===== src/rtl/ds_pkg.sv =====
package ds_pkg;

  typedef enum logic [2:0] {
    ST_IDLE  = 3'd0,
    ST_AZERO = 3'd1,
    ST_INTEG = 3'd2,
    ST_SWAP  = 3'd3,
    ST_DEINT = 3'd4,
    ST_DONE  = 3'd5
  } ds_state_e;

endpackage


===== src/rtl/ds_sync.sv =====
module ds_sync #(
  parameter int STAGES = 2
) (
  input  logic clk,
  input  logic rst,
  input  logic d_i,
  output logic q_o
);

  logic [STAGES-1:0] chain_q;

  generate
    if (STAGES == 1) begin : g_one
      always_ff @(posedge clk) begin
        if (rst) chain_q <= '0;
        else     chain_q <= d_i;
      end
    end else begin : g_many
      always_ff @(posedge clk) begin
        if (rst) chain_q <= '0;
        else     chain_q <= {chain_q[STAGES-2:0], d_i};
      end
    end
  endgenerate

  assign q_o = chain_q[STAGES-1];

endmodule


===== src/rtl/ds_timer.sv =====
module ds_timer #(
  parameter int CNT_W = 9
) (
  input  logic             clk,
  input  logic             rst,
  input  logic             clr_i,
  output logic [CNT_W-1:0] cnt_o
);

  always_ff @(posedge clk) begin
    if (rst || clr_i) cnt_o <= '0;
    else              cnt_o <= cnt_o + 1'b1;
  end

  // a phase never runs the shared counter past its top value
  cnt_no_wrap_chk: assert property (@(posedge clk) disable iff (rst)
    !clr_i |=> cnt_o != '0);

endmodule


===== src/rtl/ds_capture.sv =====
module ds_capture #(
  parameter int RES_W       = 9,
  parameter int SYNC_STAGES = 2
) (
  input  logic             clk,
  input  logic             rst,
  input  logic             load_i,
  input  logic             over_i,
  input  logic [RES_W-1:0] cnt_i,
  output logic [RES_W-1:0] result_o,
  output logic             ovr_o
);

  localparam int EXT_W = RES_W + 1;
  localparam logic [EXT_W-1:0] LAT = EXT_W'(SYNC_STAGES);

  logic [EXT_W-1:0] elapsed;
  logic [RES_W-1:0] trimmed;

  always_comb begin
    elapsed = {1'b0, cnt_i} + 1'b1;
    if (elapsed <= LAT) trimmed = '0;
    else                trimmed = RES_W'(elapsed - LAT);
  end

  always_ff @(posedge clk) begin
    if (rst) begin
      result_o <= '0;
      ovr_o    <= 1'b0;
    end else if (load_i) begin
      result_o <= over_i ? '1 : trimmed;
      ovr_o    <= over_i;
    end
  end


  ovr_full_scale_chk: assert property (@(posedge clk) disable iff (rst)
    load_i && over_i |=> (result_o == '1) && ovr_o);


  result_hold_chk: assert property (@(posedge clk) disable iff (rst)
    !load_i |=> $stable(result_o) && $stable(ovr_o));

endmodule


===== src/rtl/dual_slope_seq.sv =====
module dual_slope_seq
  import ds_pkg::*;
#(
  parameter  int INT_LEN     = 256,
  parameter  int AZ_LEN      = 4,
  parameter  int SYNC_STAGES = 2,
  localparam int RES_W       = $clog2(2 * INT_LEN)
) (
  input  logic             clk,
  input  logic             rst,
  input  logic             start_i,
  input  logic             cont_i,
  input  logic             cmp_i,
  output logic             az_o,
  output logic             sel_in_o,
  output logic             sel_ref_o,
  output logic [RES_W-1:0] result_o,
  output logic             ovr_o,
  output logic             done_o
);

  localparam logic [RES_W-1:0] AZ_LAST    = RES_W'(AZ_LEN - 1);
  localparam logic [RES_W-1:0] INT_LAST   = RES_W'(INT_LEN - 1);
  localparam logic [RES_W-1:0] DEINT_LAST = RES_W'(2 * INT_LEN - 1);
  localparam int RUN_W = $clog2(INT_LEN + 1) + 1;

  ds_state_e        state_q, state_n;
  logic [RES_W-1:0] cnt;
  logic             cmp_s;
  logic             cnt_clr;
  logic             cap_load;
  logic             cap_over;

  ds_sync #(.STAGES(SYNC_STAGES)) u_sync (
    .clk (clk),
    .rst (rst),
    .d_i (cmp_i),
    .q_o (cmp_s)
  );

  ds_timer #(.CNT_W(RES_W)) u_timer (
    .clk   (clk),
    .rst   (rst),
    .clr_i (cnt_clr),
    .cnt_o (cnt)
  );

  always_comb begin
    state_n  = state_q;
    cap_load = 1'b0;
    cap_over = 1'b0;
    unique case (state_q)
      ST_IDLE:  if (start_i || cont_i) state_n = ST_AZERO;
      ST_AZERO: if (cnt == AZ_LAST)    state_n = ST_INTEG;
      ST_INTEG: if (cnt == INT_LAST)   state_n = ST_SWAP;
      ST_SWAP:  state_n = ST_DEINT;
      ST_DEINT: begin
        if (!cmp_s) begin
          state_n  = ST_DONE;
          cap_load = 1'b1;
        end else if (cnt == DEINT_LAST) begin
          state_n  = ST_DONE;
          cap_load = 1'b1;
          cap_over = 1'b1;
        end
      end
      ST_DONE:  state_n = ST_IDLE;
      default:  state_n = ST_IDLE;
    endcase
  end

  assign cnt_clr = (state_n != state_q) || (state_q == ST_IDLE);

  always_ff @(posedge clk) begin
    if (rst) begin
      state_q   <= ST_IDLE;
      az_o      <= 1'b0;
      sel_in_o  <= 1'b0;
      sel_ref_o <= 1'b0;
      done_o    <= 1'b0;
    end else begin
      state_q   <= state_n;
      az_o      <= (state_n == ST_AZERO);
      sel_in_o  <= (state_n == ST_INTEG);
      sel_ref_o <= (state_n == ST_DEINT);
      done_o    <= (state_n == ST_DONE);
    end
  end

  ds_capture #(.RES_W(RES_W), .SYNC_STAGES(SYNC_STAGES)) u_capture (
    .clk      (clk),
    .rst      (rst),
    .load_i   (cap_load),
    .over_i   (cap_over),
    .cnt_i    (cnt),
    .result_o (result_o),
    .ovr_o    (ovr_o)
  );

  // Length of the current input window, for the window check below.
  logic [RUN_W-1:0] in_run_q;
  always_ff @(posedge clk) begin
    if (rst)           in_run_q <= '0;
    else if (sel_in_o) in_run_q <= in_run_q + 1'b1;
    else               in_run_q <= '0;
  end


  switch_excl_chk: assert property (@(posedge clk) disable iff (rst)
    $onehot0({az_o, sel_in_o, sel_ref_o}));


  switch_gap_chk: assert property (@(posedge clk) disable iff (rst)
    $rose(sel_ref_o) |-> !$past(sel_in_o));


  in_window_max_chk: assert property (@(posedge clk) disable iff (rst)
    sel_in_o |-> in_run_q < RUN_W'(INT_LEN));


  in_window_len_chk: assert property (@(posedge clk) disable iff (rst)
    $fell(sel_in_o) |-> in_run_q == RUN_W'(INT_LEN));


  done_pulse_chk: assert property (@(posedge clk) disable iff (rst)
    done_o |=> !done_o);


  az_after_idle_chk: assert property (@(posedge clk) disable iff (rst)
    $rose(az_o) |-> $past(state_q == ST_IDLE));

endmodule


===== config.mk =====
export PLATFORM = sky130hd
export DESIGN_NAME = dual_slope_seq
export DESIGN_NICKNAME = d
export VERILOG_FILES = /design/src/rtl/ds_pkg.sv /design/src/rtl/ds_sync.sv /design/src/rtl/ds_timer.sv /design/src/rtl/ds_capture.sv /design/src/rtl/dual_slope_seq.sv
export SDC_FILE = /design/constraint.sdc
export NUM_CORES = 1
export LEC_CHECK = 0
export BUFFER_PORTS_ARGS = -buffer_cell sky130_fd_sc_hd__buf_2
export CORE_UTILIZATION = 45
export DETAILED_ROUTE_END_ITERATION = 12
export PLACE_DENSITY_LB_ADDON = 0.2
export SYNTH_ARGS = -nofsm -noshare
export SYNTH_HDL_FRONTEND = slang
export SYNTH_SLANG_ARGS = --single-unit
export TNS_END_PERCENT = 50

===== constraint.sdc =====
create_clock -name clk -period 5.5 [get_ports clk]
set_input_delay 0.825 -clock clk [delete_from_list [all_inputs] [get_ports clk]]
set_output_delay 0.825 -clock clk [all_outputs]
set_load 0.02 [all_outputs]

# --- Word level (Yosys, flattened, before mapping) ---
# Cells that the tools add are included.
totals:
  n_memories: 0
  reg_bits: 28
  latch_bits: 0
  rom_bits: 0
  output_inout_bits: 14
  ramBits: 0
  input_bits: 5
classes:
  n_mux: 13
  add_sub_neg: 3
  n_mul: 0
  bitwise: 0
  div: 0
  shift: 0
  n_reduce_logical: 4
  n_eq_ne: 12
  n_lt_le_gt_ge: 1
ops:
  columns: ["cell", "n"]
  rows:
  - ["2-to-1 mux 9 bit", 2]
  - ["2-to-1 mux 3 bit", 5]
  - ["case mux 3 bit (5 select lines)", 1]
  - ["adder 9 x 1 -> 10 bit (second input constant)", 1]
  - ["less-or-equal comparator 10 x 2 -> 1 bit (second input constant)", 1]
  - ["adder 9 x 1 -> 9 bit (second input constant)", 1]
  - ["equality test 3 x 2 -> 1 bit (second input constant)", 3]
  - ["equality test 3 bit (second input constant)", 3]
  - ["equality test 9 x 2 -> 1 bit (second input constant)", 1]
  - ["equality test 9 x 8 -> 1 bit (second input constant)", 1]
  - ["equality test 9 bit (second input constant)", 1]
  - ["subtractor 9 x 2 -> 9 bit (second input constant)", 1]
  - ["equality test 3 x 1 -> 1 bit (second input constant)", 2]
  - ["2-to-1 mux 1 bit", 5]
  - ["logical NOT 3 bit", 1]
  - ["logical OR 1 bit", 3]
  - ["!= test 3 bit", 1]

# --- Longest topological paths before layout ---
logic_depth:
  depth_word: 7
  ltp_mapped: 12
  depth_no_buf: 10

# --- Cells and area by module ---
# A second synthesis with hierarchy kept.
hier_totals:
  hier_cells: 194
  hier_area_um2: 1657.8
by_module_without_submodules:
  columns: ["module", "instances", "area_per_inst_um2", "cells_per_inst"]
  rows:
  - ["ds_capture", 1, 793.3, 100]
  - ["dual_slope_seq", 1, 452.9, 49]
  - ["ds_timer", 1, 359.1, 41]
  - ["ds_sync", 1, 52.6, 4]

# --- Worst setup path before layout ---
# Ideal clock, no wire load.
synth_path:
  kind: "flip-flop to flip-flop"
  from: "register u_timer.cnt_o[0]"
  to: "register u_timer.cnt_o[2]"
  arrival_time_ns: 2.039
  required_time_ns: 5.371
  setup_ns: 0.129
  path_buffers: 2
  path_stages_with_launch: 12
  period_less_slack_ns: 2.168
  setup_slack_ns: 3.332
  path_cell_list: "dfxtp_1 -> ha_1 -> clkbuf_1 -> and2_1 -> ha_1 -> nand2b_1 -> o31ai_1 -> o311ai_1 -> o31ai_1 -> nand2b_1 -> buf_6 -> nor2_1"
synth_via:
  elab_chain_len: 7
  word_cells_on_any_way: 12
  classes_between: "add/sub (1); eq/ne (4); mux (5); reduce/logical (2)"
synth_lines:
  columns: ["item", "line_no", "rtl"]
  rows:
  - ["start: declaration", "ds_timer.sv:7", "output logic [CNT_W-1:0] cnt_o"]
  - ["start signal: assignment", "ds_timer.sv:12", "else cnt_o <= cnt_o + 1'b1;"]
  - ["equality test 9 bit", "dual_slope_seq.sv:61", "end else if (cnt == DEINT_LAST) begin"]
  - ["2-to-1 mux 3 bit", "dual_slope_seq.sv:61", null]
  - ["2-to-1 mux 3 bit", "dual_slope_seq.sv:58", "if (!cmp_s) begin"]
  - ["case mux 3 bit (5 select lines)", "dual_slope_seq.sv:52", "unique case (state_q)"]
  - ["!= test 3 bit", "dual_slope_seq.sv:72", "assign cnt_clr = (state_n != state_q) || (state_q == ST_IDLE);"]
  - ["logical OR 1 bit", "dual_slope_seq.sv:72", null]
  - ["logical OR 1 bit", "ds_timer.sv:11", "if (rst || clr_i) cnt_o <= '0;"]
# Parallel ways exist; a longest one is shown, timed or not.
# A chain may end at the register's enable or synchronous reset.

# --- Final worst setup path ---
layout_path:
  from: "register u_timer.cnt_o[0]"
  to: "register u_timer.cnt_o[7]"
# The elaborated chain is that of the path after synthesis.

==> flow_summary.ini <==
[outcome]
status = complete, no violations

[global_route]
groute.usage.overall_pct = 17.4
grt_max_degree = 17
antenna_found_initial = 0
via_count_of_the_first_global_routing_pass = 1027
grt_first_pass_wirelength_mm = 4.58
globalRouteOverflowTotal = 0

[timing]
final_hold_viol_count = 0
fin_setup_tns_ns = 0
tightest_slew_ns = 0.490
timing.max_slew.rel_slack_pct = 67.3
clock.fmax_mhz = 384
grt_setup_unrepaired = no
min_period_over_period_pct = 47.3
fin_crit_ns = 2.60
final_max_slew_viol_count = 0
fin_skew_ns = 0.00892
setup_violations = 0

[floorplanning]
row_count = 20
initial_utilization_pct = 47.2
placeable_core_region_mm2 = 0.00305
fp.dieH_um = 58.6
total_die_area_mm2 = 0.00343
boundaryPins = 19
floorplan.die.width_um = 58.6

[yosys]
synth-async-reset-ratio_pct = 0
synth_area_mm2 = 0.00144
post-synth-top-area-cell = dfxtp_1
leading_post_synthesis_cells_by_cell_area = dfxtp_1, nor2_1, ha_1
synth_cell_types = 45
synth_nets = 180
synthesis.area_per_instance_um2 = 8.47
synth.ff_latch_count = 28
synth-edff-count = 0
synth_warnings = 0
synth_ff_type = dfxtp_1
post-synth-top-area-fraction_pct = 38.9
synth-seq-area-share_pct = 38.9
ys_top_cells_by_count = nor2_1, dfxtp_1, a21oi_1, nor3_1
synth_cells = 170
most_frequently_used_cell_type_in_the_post_synthesis_netlist = nor2_1

[cts]
tritoncts_buffer_count = 3
cts-resized-gates = 0
cts_tree = yes
holdBufCountCts = 0
cts_root_buffer = clkbuf_4
cts.htree.levels = 1
clock_latency_ns = 0.34
post-cts-setup-buffer-count = 0
max-clock-path-buffers = 2
clkTransAtPathRegs_ns = 0.15
tritoncts_num_sinks = 28

[hold_path]
hold-path-cell-count = 1
hold_end = u_sync.chain_q[1]
hold_class = register to register
min-delay-start = u_sync.chain_q[0]

[worst_setup_path]
cp_data_arrival_time_ns = 2.88
reg2reg_to = u_timer.cnt_o[7]
regToRegStartpoint = u_timer.cnt_o[0]
crit_path_max_fanout = 15
worst-r2r-cell-count = 7
reg2reg_setup_slack_ns = 2.90
cpLargestDelayFamily = simple AND/OR/NAND/NOR gates
critPathBufInv = 0
cp_slowest_stage_delay_ns = 0.53
crit_chain = ha_1 -> or4b_4 -> o31ai_4 -> o311ai_1 -> o31ai_1 -> nand2b_1 -> nor2_1
timing_worst_setup_path_type = register to register
critPathSlowestCell = or4b_4
cp-start-kind = register
cp_data_required_time_ns = 5.78
critical_path.endpoint_type = register

[finish]
fill_cells = 298
finish.net_count = 192
post_route_cells_drive_above_1_share_pct = 14.4
end_of_flow_core_utilization_pct = 51.4
areaGrowthSynthToFinish_pct = 9.04
insertedDiodeCount = 0

[routing]
postRouteAntennaNets = 0
detail_route.vias_per_cell = 5.30
avgRoutedWirePerCell_um = 12.5
via_count = 1193
first_iter_violations = 43
detail_route.wirelength_mm = 2.80
firstDrtPassIters = 4
drt_drc_violations_left = 0

[placement]
port_buffers = 18
gp_congestion = 0.747
half_perimeter_wire_length_after_placement_mm = 2.05

[job]
maxCapViolCount = 0

[pwr]
power.density_cell_area_mw_per_mm2 = 217
power_leakage_nw = 0.623
irDropWorstVdd_uv = 65.3
layout by cell type (no fill, tap or decap), drive strengths merged, types with 3 or more instances in the layout:
| cell | instances |
|---|---|
| buf | 18 |
| inv | 7 |
| nor2b | 4 |
| nor2 | 29 |
| nand3b | 3 |
| nor3 | 9 |
| clkbuf | 4 |
| dfxtp | 28 |
| and3 | 3 |
| nand2b | 3 |
| xnor2 | 6 |
| xor2 | 4 |
| a31oi | 3 |
| and2 | 3 |
| o21ai | 3 |
| ha | 5 |
| nand2 | 5 |
| a21oi | 11 |
| o31ai | 3 |
| a211oi | 3 |
| nand3 | 4 |
cells by family (layout without fill, tap and decap cells):
| logic type | Yosys count | after routing | synth area share (%) |
|---|---|---|---|
| and+or+nand+nor | 74 | 74 | 27.3 |
| adders and majority gates | 5 | 5 | 4.34 |
| xor gates and xnor gates | 10 | 10 | 6.08 |
| AOI/OAI and AO/OA | 34 | 34 | 17.3 |
| buffers and inverters | 18 | 29 | 5.39 |
| muxes | 1 | 1 | 0.695 |
| DFF | 28 | 28 | 38.9 |
worst max-delay path by stage:
| stage | from | endpoint | slack [ns] | cells past startpoint |
|---|---|---|---|---|
| 6_report | u_timer.cnt_o[0] | u_timer.cnt_o[7] | 2.90 | 7 |
| 5_1_grt | u_timer.cnt_o[0] | u_timer.cnt_o[0] | 2.69 | 7 |
| 4_1_cts | u_timer.cnt_o[0] | u_timer.cnt_o[7] | 2.91 | 7 |
| 3_5_place_dp | u_timer.cnt_o[0] | u_timer.cnt_o[5] | 2.95 | 7 |
| 3_3_place_gp | u_timer.cnt_o[2] | u_timer.cnt_o[4] | 3.02 | 10 |
| 2_1_floorplan | u_timer.cnt_o[0] | u_timer.cnt_o[2] | 3.33 | 11 |
registers in the layout, indices dropped and copies added (netlist names), 2 cells and up:
name	flops
state_q	3
u_sync.chain_q	2
u_capture.result_o	9
u_timer.cnt_o	9
report_power, final:
part / switching [W] / total, W / internal [W] / leakage, nW
Combinational: 0.0000174 / 0.0000303 / 0.0000129 / 0.375
Clock: 0.0000605 / 0.000101 / 0.0000406 / 0.0210
Sequential: 0.00000346 / 0.000209 / 0.000206 / 0.227
Total: 0.0000814 / 0.000341 / 0.000259 / 0.623
area by class of cell:
class	instances	area (um^2)	area share [%]
inverter	7	26.3	1.67
multi-input combinational	124	802	51.1
timing repair buffer	18	90.1	5.74
clock buffer	4	36.3	2.31
tap	44	55.1	3.51
sequential	28	561	35.7
per-stage QoR:
step	setup slack [ns]	total power (W)	hold WS [ns]	cell area, um^2	cells
3_5_place_dp	2.95	0.000244	0.447	1530	221
6_report	2.90	0.000341	0.465	1570	225
4_1_cts	2.91	0.000346	0.473	1570	225
5_1_grt	2.69	0.000359	0.483	1570	225
3_3_place_gp	3.02	0.000243	0.432	1530	221
2_1_floorplan	3.33	0.000238	0.414	1440	170
per-layer routing:
metal / global-route usage (%) / vias up / wire length (um) / part of all wire, %
met3: 2.64 / 5 / 102 / 3.6
li1: - / 618 / - / -
met2: 27.3 / 24 / 1220 / 43
met4: 8.16 / 0 / 53 / 1.9
met1: 23.6 / 546 / 1430 / 51
met5: 0 / - / 0 / 0
(Power assumes the default switching activity.)
